$ cat src/rtl/scan_pkg.sv
package scan_pkg;
   localparam int unsigned RA_W = 3;
   localparam logic [RA_W-1:0] RG_CTRL  = 3'd0;
   localparam logic [RA_W-1:0] RG_STAT  = 3'd1;
   localparam logic [RA_W-1:0] RG_MASK  = 3'd2;
   localparam logic [RA_W-1:0] RG_WIN0S = 3'd4;
   localparam int unsigned STAT_W   = 4;
   localparam int unsigned CODE_MAX = 4;
   localparam int unsigned THR_LSB  = 8;
   localparam int unsigned WB_LOG   = 2;

   typedef enum logic [1:0] {
      SQ_IDLE = 2'd0,
      SQ_LOAD = 2'd1,
      SQ_RUN  = 2'd2
   } sq_state_e;
endpackage

$ cat src/rtl/scan_regs.sv
module scan_regs
   import scan_pkg::*;
#(
   parameter int unsigned AW    = 32,
   parameter int unsigned LVL_W = 5
) (
   input  logic                 clk,
   input  logic                 rst_n,
   input  logic                 wr_en,
   input  logic [RA_W-1:0]      addr,
   input  logic [AW-1:0]        wdata,
   output logic [AW-1:0]        rdata,
   input  logic [1:0]           eof_evt,
   input  logic                 sync_lost_evt,
   input  logic                 underflow_evt,
   output logic                 run,
   output logic                 dual,
   output logic [2:0]           burst_code,
   output logic [LVL_W-1:0]     thresh,
   output logic [1:0][AW-1:0]   win_start,
   output logic [1:0][AW-1:0]   win_end,
   output logic                 irq
);
   if (THR_LSB + LVL_W > AW) begin : g_bad_thr
      $error("threshold field does not fit the register width");
   end

   logic [STAT_W-1:0] stat_q, mask_q, stat_set, stat_clr;
   logic              ctrl_ok;

   assign ctrl_ok  = (wdata[4:2] <= 3'(CODE_MAX));
   assign stat_set = {underflow_evt, sync_lost_evt, eof_evt};
   assign stat_clr = (wr_en && addr == RG_STAT) ? wdata[STAT_W-1:0] : '0;

   always_ff @(posedge clk or negedge rst_n) begin
      if (!rst_n) begin
         run        <= 1'b0;
         dual       <= 1'b0;
         burst_code <= '0;
         thresh     <= '0;
         mask_q     <= '0;
         stat_q     <= '0;
      end else begin
         if (wr_en && addr == RG_CTRL && ctrl_ok) begin
            run        <= wdata[0];
            dual       <= wdata[1];
            burst_code <= wdata[4:2];
            thresh     <= wdata[THR_LSB +: LVL_W];
         end
         if (wr_en && addr == RG_MASK) mask_q <= wdata[STAT_W-1:0];
         stat_q <= (stat_q & ~stat_clr) | stat_set;
      end
   end

   for (genvar s = 0; s < 2; s++) begin : g_win
      localparam logic [RA_W-1:0] A_START = RG_WIN0S + RA_W'(2 * s);
      localparam logic [RA_W-1:0] A_END   = RG_WIN0S + RA_W'(2 * s + 1);
      always_ff @(posedge clk or negedge rst_n) begin
         if (!rst_n) begin
            win_start[s] <= '0;
            win_end[s]   <= '0;
         end else if (wr_en) begin
            if (addr == A_START) win_start[s] <= {wdata[AW-1:WB_LOG], {WB_LOG{1'b0}}};
            if (addr == A_END)   win_end[s]   <= {wdata[AW-1:WB_LOG], {WB_LOG{1'b0}}};
         end
      end

      assert_eof_sets_R4: assert property (@(posedge clk) disable iff (!rst_n)
         eof_evt[s] |=> stat_q[s]);
   end

   for (genvar b = 0; b < STAT_W; b++) begin : g_sticky
      assert_sticky_R8: assert property (@(posedge clk) disable iff (!rst_n)
         (stat_q[b] && !(wr_en && addr == RG_STAT && wdata[b])) |=> stat_q[b]);
   end

   assert_code_legal_R5: assert property (@(posedge clk) disable iff (!rst_n)
      burst_code <= 3'(CODE_MAX));

   always_comb begin
      rdata = '0;
      case (addr)
         RG_CTRL: begin
            rdata[0]                 = run;
            rdata[1]                 = dual;
            rdata[4:2]               = burst_code;
            rdata[THR_LSB +: LVL_W]  = thresh;
         end
         RG_STAT: rdata[STAT_W-1:0] = stat_q;
         RG_MASK: rdata[STAT_W-1:0] = mask_q;
         3'd4:    rdata = win_start[0];
         3'd5:    rdata = win_end[0];
         3'd6:    rdata = win_start[1];
         3'd7:    rdata = win_end[1];
         default: rdata = '0;
      endcase
   end

   assign irq = |(stat_q & mask_q);
endmodule

$ cat src/rtl/scan_seq.sv
module scan_seq
   import scan_pkg::*;
#(
   parameter int unsigned AW    = 32,
   parameter int unsigned LEN_W = 5
) (
   input  logic                 clk,
   input  logic                 rst_n,
   input  logic                 run,
   input  logic                 dual,
   input  logic [2:0]           burst_code,
   input  logic [1:0][AW-1:0]   win_start,
   input  logic [1:0][AW-1:0]   win_end,
   input  logic                 req_ready,
   output logic                 req_valid,
   output logic [AW-1:0]        req_addr,
   output logic [LEN_W-1:0]     req_len,
   output logic [1:0]           eof_evt
);
   if (LEN_W < 5) begin : g_bad_len
      $error("length width must hold a 16-word burst");
   end

   sq_state_e        st_q;
   logic             slot_q;
   logic [AW-1:0]    cur_q, lim_q, rem_words, step;
   logic [LEN_W-1:0] burst_words;
   logic             in_run, at_end;

   assign in_run      = (st_q == SQ_RUN) && run;
   assign at_end      = in_run && (cur_q >= lim_q);
   assign burst_words = LEN_W'(1) << burst_code;
   assign rem_words   = (lim_q - cur_q) >> WB_LOG;
   assign req_len     = (rem_words < AW'(burst_words)) ? rem_words[LEN_W-1:0] : burst_words;
   assign req_valid   = in_run && !(cur_q >= lim_q);
   assign req_addr    = cur_q;
   assign step        = AW'(req_len) << WB_LOG;
   assign eof_evt     = at_end ? (slot_q ? 2'b10 : 2'b01) : 2'b00;

   always_ff @(posedge clk or negedge rst_n) begin
      if (!rst_n) begin
         st_q   <= SQ_IDLE;
         slot_q <= 1'b0;
         cur_q  <= '0;
         lim_q  <= '0;
      end else if (!run) begin
         st_q <= SQ_IDLE;
      end else begin
         case (st_q)
            SQ_IDLE: begin
               st_q   <= SQ_LOAD;
               slot_q <= 1'b0;
            end
            SQ_LOAD: begin
               cur_q <= win_start[slot_q];
               lim_q <= win_end[slot_q];
               st_q  <= SQ_RUN;
            end
            SQ_RUN: begin
               if (at_end) begin
                  slot_q <= dual ? ~slot_q : 1'b0;
                  st_q   <= SQ_LOAD;
               end else if (req_valid && req_ready) begin
                  cur_q <= cur_q + step;
               end
            end
            default: st_q <= SQ_IDLE;
         endcase
      end
   end

   assert_no_ceiling_cross_R6: assert property (@(posedge clk) disable iff (!rst_n)
      req_valid |-> ({1'b0, req_addr} + {1'b0, step}) <= {1'b0, lim_q});

   assert_hold_addr_R6: assert property (@(posedge clk) disable iff (!rst_n)
      (req_valid && !req_ready) |=> $stable(req_addr));

   assert_len_range_R5: assert property (@(posedge clk) disable iff (!rst_n)
      req_valid |-> (req_len != '0) && (req_len <= burst_words));

   assert_restart_slot0_R10: assert property (@(posedge clk) disable iff (!rst_n)
      (st_q == SQ_IDLE && run) |=> (st_q == SQ_LOAD && !slot_q));
endmodule

$ cat src/rtl/scan_fifo_gate.sv
module scan_fifo_gate #(
   parameter int unsigned LVL_W = 5
) (
   input  logic [LVL_W-1:0] fifo_level,
   input  logic [LVL_W-1:0] thresh,
   output logic             px_release
);
   if (LVL_W < 1 || LVL_W > 16) begin : g_bad_lvl
      $error("FIFO level width out of range");
   end

   assign px_release = (fifo_level >= thresh);

   always_comb begin
      assert_release_R11: assert (px_release == !(fifo_level < thresh));
   end
endmodule

$ cat src/rtl/dual_fb_scanout.sv
module dual_fb_scanout
   import scan_pkg::*;
#(
   parameter int unsigned AW    = 32,
   parameter int unsigned LEN_W = 5,
   parameter int unsigned LVL_W = 5
) (
   input  logic              clk,
   input  logic              rst_n,
   input  logic              reg_wr_en,
   input  logic [RA_W-1:0]   reg_addr,
   input  logic [AW-1:0]     reg_wdata,
   output logic [AW-1:0]     reg_rdata,
   input  logic              sync_lost_evt,
   input  logic              underflow_evt,
   output logic              req_valid,
   input  logic              req_ready,
   output logic [AW-1:0]     req_addr,
   output logic [LEN_W-1:0]  req_len,
   input  logic [LVL_W-1:0]  fifo_level,
   output logic              px_release,
   output logic              irq
);
   logic                run, dual;
   logic [2:0]          burst_code;
   logic [LVL_W-1:0]    thresh;
   logic [1:0][AW-1:0]  win_start, win_end;
   logic [1:0]          eof_evt;

   scan_regs #(.AW(AW), .LVL_W(LVL_W)) u_regs (
      .clk(clk), .rst_n(rst_n), .wr_en(reg_wr_en), .addr(reg_addr),
      .wdata(reg_wdata), .rdata(reg_rdata), .eof_evt(eof_evt),
      .sync_lost_evt(sync_lost_evt), .underflow_evt(underflow_evt),
      .run(run), .dual(dual), .burst_code(burst_code), .thresh(thresh),
      .win_start(win_start), .win_end(win_end), .irq(irq)
   );

   scan_seq #(.AW(AW), .LEN_W(LEN_W)) u_seq (
      .clk(clk), .rst_n(rst_n), .run(run), .dual(dual),
      .burst_code(burst_code), .win_start(win_start), .win_end(win_end),
      .req_ready(req_ready), .req_valid(req_valid), .req_addr(req_addr),
      .req_len(req_len), .eof_evt(eof_evt)
   );

   scan_fifo_gate #(.LVL_W(LVL_W)) u_gate (
      .fifo_level(fifo_level), .thresh(thresh), .px_release(px_release)
   );

   assert_irq_quiet_R9: assert property (@(posedge clk) disable iff (!rst_n)
      $rose(irq) |-> $past(eof_evt != 2'b00 || sync_lost_evt || underflow_evt
                           || (reg_wr_en && reg_addr == RG_MASK)));
endmodule

$ cat config.mk
export PLATFORM = sky130hd
export DESIGN_NAME = dual_fb_scanout
export DESIGN_NICKNAME = d
export VERILOG_FILES = /design/src/rtl/scan_pkg.sv /design/src/rtl/scan_regs.sv /design/src/rtl/scan_seq.sv /design/src/rtl/scan_fifo_gate.sv /design/src/rtl/dual_fb_scanout.sv
export SDC_FILE = /design/constraint.sdc
export NUM_CORES = 1
export LEC_CHECK = 0
export ABC_CLOCK_PERIOD_IN_PS = 9110
export BUFFER_PORTS_ARGS = -buffer_cell sky130_fd_sc_hd__buf_4
export CAP_MARGIN = 40
export CELL_PAD_IN_SITES_DETAIL_PLACEMENT = 2
export CELL_PAD_IN_SITES_GLOBAL_PLACEMENT = 2
export CORE_MARGIN = 1
export CORE_UTILIZATION = 34
export DETAILED_ROUTE_END_ITERATION = 6
export PLACE_DENSITY_LB_ADDON = 0.3
export SYNTH_ARGS = -nofsm -noshare
export SYNTH_HDL_FRONTEND = slang
export SYNTH_SLANG_ARGS = --single-unit
$ cat constraint.sdc
create_clock -name clk -period 9.11 [get_ports clk]
set_input_delay 0.911 -clock clk [delete_from_list [all_inputs] [get_ports clk]]
set_output_delay 0.911 -clock clk [all_outputs]
set_load 0.03 [all_outputs]
==> impl_summary.md <==
Run status
The run finished with clean final reports.

Floorplan
The initial core utilization is 34.7%. The number of ports placed on the die boundary is 118. The standard-cell row count is 69. The core region is 35700 um^2. The die covers 37200 um^2. The die height is 193 um. The chip width is 193 um.

Cells and area
After the last flow step, the layout net total stands at 1388. The layout-stage area growth over the synthesis result is 16.7%. The filler cell count in the final layout is 3756. The count of placed standard cells in the final layout, fillers left out is 1771.

The repair_antennas step left the layout with diodes totalling 0. Of the cells placed in the final design, the portion with a size suffix greater than 1 is 26.6%.

Worst setup path
For the worst setup path, the data arrival time is 6.92 ns. The data required time at the worst endpoint is 9.49 ns. The termination of the worst setup path is u_seq.req_addr[30]$_DFFE_PN0P_.

The worst setup path is captured at a flip-flop. The maximum fanout along the worst path is 9. The critical path crosses 21 cells after its start point. In this run the register-to-register setup slack is 2.56 ns. For this design, the slowest cell found on the critical path is sky130_fd_sc_hd__a21boi_0.

The critical path launch point type is a flip-flop. The worst setup path startpoint is u_seq.req_addr[24]$_DFFE_PN0P_. The endpoint of the lowest-slack register-to-register path is u_seq.req_addr[30]$_DFFE_PN0P_. Traced cell by cell, the critical path runs through inv_1, ha_1, a21oi_1, o21ai_1, a211oi_2, a31oi_1, or3_4, a2111oi_4, nand4b_4, o31ai_1, ha_1, inv_1, fa_1, nor2b_1, o21ai_0, a21boi_0, o21bai_1, nor2_1, nand3_1, o32ai_1, a21oi_1. In this design, the largest share of critical-path delay is due to compound AO/OA/AOI/OAI gates. In this design, the stage delay of the slowest critical-path cell is 0.50 ns. The number of buffer and inverter instances along the worst setup path is 2.

The startpoint of the lowest-slack register-to-register path is u_seq.req_addr[24]$_DFFE_PN0P_. The category of the most critical setup path is flip-flop to flip-flop. For the worst flop-to-flop path, the logic depth is 21.

Timing
Derived from the worst setup path, the maximum achievable clock frequency is 0.153 GHz. In the finished design, the share of the clock period the worst path needs comes to 71.9%. The total of endpoints with negative setup slack in the final report is 0.

The number of max-slew violations in the final report is 0. The clock arrives with 0.0122 ns of skew. Headroom to the max-slew limit came out at 36.8%.

At the pin with the least slew margin, the transition time is 0.940 ns. The worst-case hold slack is 0.400 ns. Summed over all failing endpoints, the final setup total negative slack is 0 ns. After layout, the minimum clock period comes to 6.55 ns.

The number of failing hold endpoints at the final stage is 0. Setup repair after global routing left no endpoint under its margin.

Global routing
Global routing used 2.33% of the available met3 tracks. The residual overflow from global routing is 0. The global-route wire length before repair is 68.8 mm. The met1 track utilization from global routing is 35.0%. The maximum number of pins on one net before global-route repair is 66. The via count of the first global-routing pass came to 11200. In the global route stage, overall resource usage came out at 24.3%. In the global route stage, met2 resource usage came out at 39.4%. The initial antenna violation count was 0. The most crowded layer after global routing is met2.

Synthesis
The register bit total from synthesis is 201. The synthesized area per cell is 10.2 um^2. Summing the sequential cell areas from Yosys gives 40.7% of the chip area. Counting distinct cell types in the post-synthesis netlist gives 79. During synthesis, Yosys emitted a total of 0 warnings. The total standard cell area after synthesis is 12400 um^2. In the post-synthesis netlist, the biggest area contributors are sky130_fd_sc_hd__dfrtp_1 41%, sky130_fd_sc_hd__mux2_2 14%, sky130_fd_sc_hd__ha_1 4.6%. In the post-synthesis netlist, the cell with the most instances is sky130_fd_sc_hd__dfrtp_1. Counting flops with a built-in enable in the synthesized netlist gives 0. In the synthesized netlist, the cells that appear most often are 201 x sky130_fd_sc_hd__dfrtp_1, 149 x sky130_fd_sc_hd__mux2_2, 98 x sky130_fd_sc_hd__nand2_1. The number of instances in the synthesized netlist is 1215. The top cell type's share of synthesized area is 40.7%. sky130_fd_sc_hd__dfrtp_1 takes more of the synthesized area than any other cell. Counting flops with an async set or reset pin after synthesis yields a share of 100%. Among all flip-flop cells after synthesis, the most frequent one is sky130_fd_sc_hd__dfrtp_1.

Placement
Buffers placed on the I/O ports in this run total 115. The total placed cells including tap cells is 1733. Once detailed placement completed, the half-perimeter wirelength came to 32.5 mm. The congestion estimate from routability-driven global placement came to 0.883.

Power and ir drop
For this design the static power due to leakage is 6.20 nW. The power density over the cells is 360 nW/um^2. IR analysis of the VDD net gives a maximum drop of 0.000134 V.

Detailed routing
The vias per cell is 5.81. After detailed routing, the number of remaining DRC violations is 0. After the first detailed-routing iteration, the DRC count stood at 520. The detailed-routing iteration count for the pre-antenna-repair pass is 7.

The average wire length per cell after detail routing is 25.2 um. The routed via count is 10300. In this run the remaining antenna-violating nets after routing total 0. The routed wire length is 44.6 mm.

Run
The tool flagged a number of max-cap violations equal to 0.

CTS
For this design, the CTS-stage hold fixing added 0 buffers. The TritonCTS clock tree is yes. In this run the clock root is driven by a sky130_fd_sc_hd__clkbuf_16. The number of buffers on the longest clock path is 3. The post-cts repair resize count is 0. The clock network latency to the later pin of the worst-skew pair is 0.51 ns. The number of clock buffers inserted by TritonCTS is 22. The count of clock tree sinks is 201.

The count of H-tree levels built during CTS is 1. The post-CTS setup repair buffer count is 0. The clock edge transition at the registers on the reported setup and hold paths is 0.06 ns.

Worst hold path
The worst hold path class is primary input to asynchronous set/reset pin.
## through the flow
step	setup slack [ns]	area [um^2]	power, mW	utilization, %
after detailed placement	2.48	13700	4.23	38.4
after CTS	2.42	14400	5.21	40.5
after global placement	2.69	13600	4.14	38.1
after floorplan	3.27	12400	3.29	-
final	2.56	14400	5.19	40.5
after global routing	1.91	14400	5.52	40.5
## final cells by class
cell class              instances  area, um^2  area share, %
multi-input cells             884        6810           47.2
flip-flops and latches        201        5030           34.9
clock inverters                 8        98.8          0.685
well taps                     461         577           4.00
clock buffers                  30         652           4.52
inverters                      54         203           1.40
repair buffers                133        1060           7.38
## report_power, final
group	leakage [nW]	internal, mW	switching (mW)
clock network	0.367	0.558	0.380
logic	3.42	1.03	1.75
registers	2.41	1.16	0.311
total	6.20	2.75	2.44
## kinds of logic (layout without fill, tap and decap cells)
| kind of cell | Yosys count | after routing | synth area share [%] |
|---|---|---|---|
| other | 1 | 2 | 0.0303 |
| adder cells (fa/ha/maj) | 46 | 46 | 4.71 |
| flip-flops | 201 | 201 | 40.7 |
| buffers and inverters | 131 | 225 | 4.49 |
| multiplexers | 210 | 210 | 19.1 |
| XOR/XNOR | 10 | 10 | 0.708 |
| AND/OR/NAND/NOR | 258 | 258 | 10.3 |
| AO/OA/AOI/OAI | 358 | 358 | 20.0 |
## cell usage in the layout, fill, tap and decap left out, types with 23 or more instances in the layout
cell type,synthesis,layout
sky130_fd_sc_hd__mux2i_1,54,54
sky130_fd_sc_hd__mux2_2,149,149
sky130_fd_sc_hd__a22o_1,28,28
sky130_fd_sc_hd__clkbuf_16,0,23
sky130_fd_sc_hd__o21ai_0,76,76
sky130_fd_sc_hd__a21oi_1,82,82
sky130_fd_sc_hd__buf_4,2,129
sky130_fd_sc_hd__nor2_1,45,45
sky130_fd_sc_hd__dfrtp_1,201,200
sky130_fd_sc_hd__nand3_1,28,28
sky130_fd_sc_hd__ha_1,45,45
sky130_fd_sc_hd__a221o_1,24,24
sky130_fd_sc_hd__inv_1,54,54
sky130_fd_sc_hd__nand2_1,98,98
## sequential cells by signal, summed over array words and instances, names as in the netlist, 3 cells and up
name               count
u_seq.req_addr        30
u_seq.lim_q           30
u_regs.mask_q          4
u_regs.thresh          5
u_regs.stat_q          4
u_regs.burst_code      3
u_regs.win_start      60
u_regs.win_end        60
## how the worst min path moves through the flow
stage / start / to / slack (ns) / cells after the start
finish: rst_n / u_regs.thresh[2]$_DFFE_PN0P_ / 0.40 / 1
detailed placement: u_seq.lim_q[3]$_DFFE_PN0P_ / u_seq.lim_q[3]$_DFFE_PN0P_ / 0.50 / 2
CTS: rst_n / u_regs.mask_q[2]$_DFFE_PN0P_ / 0.42 / 1
floorplan: u_seq.lim_q[10]$_DFFE_PN0P_ / u_seq.lim_q[10]$_DFFE_PN0P_ / 0.45 / 2
global route: rst_n / u_regs.thresh[2]$_DFFE_PN0P_ / 0.43 / 1
global placement: u_seq.lim_q[26]$_DFFE_PN0P_ / u_seq.lim_q[26]$_DFFE_PN0P_ / 0.47 / 2
## worst reg2reg max path, cell delays in order, from the launching register on
cell,delay (ns)
sky130_fd_sc_hd__dfrtp_1,0.49
sky130_fd_sc_hd__inv_1,0.12
sky130_fd_sc_hd__ha_1,0.45
sky130_fd_sc_hd__a21oi_1,0.32
sky130_fd_sc_hd__o21ai_1,0.22
sky130_fd_sc_hd__a211oi_2,0.36
sky130_fd_sc_hd__a31oi_1,0.17
sky130_fd_sc_hd__or3_4,0.42
sky130_fd_sc_hd__a2111oi_4,0.37
sky130_fd_sc_hd__nand4b_4,0.21
sky130_fd_sc_hd__o31ai_1,0.48
sky130_fd_sc_hd__ha_1,0.28
sky130_fd_sc_hd__inv_1,0.06
sky130_fd_sc_hd__fa_1,0.40
sky130_fd_sc_hd__nor2b_1,0.12
sky130_fd_sc_hd__o21ai_0,0.13
sky130_fd_sc_hd__a21boi_0,0.50
sky130_fd_sc_hd__o21bai_1,0.32
sky130_fd_sc_hd__nor2_1,0.32
sky130_fd_sc_hd__nand3_1,0.23
sky130_fd_sc_hd__o32ai_1,0.33
sky130_fd_sc_hd__a21oi_1,0.11
## per-layer routing
layer	share of wire, %	routed length [um]	vias to the layer above
li1	-	-	4686
met1	48	21500	5405
met2	47	20900	157
met3	3.1	1390	44
met4	1.8	822	0
met5	0	0	-
Note: power is estimated with default switching activity, not from simulation.
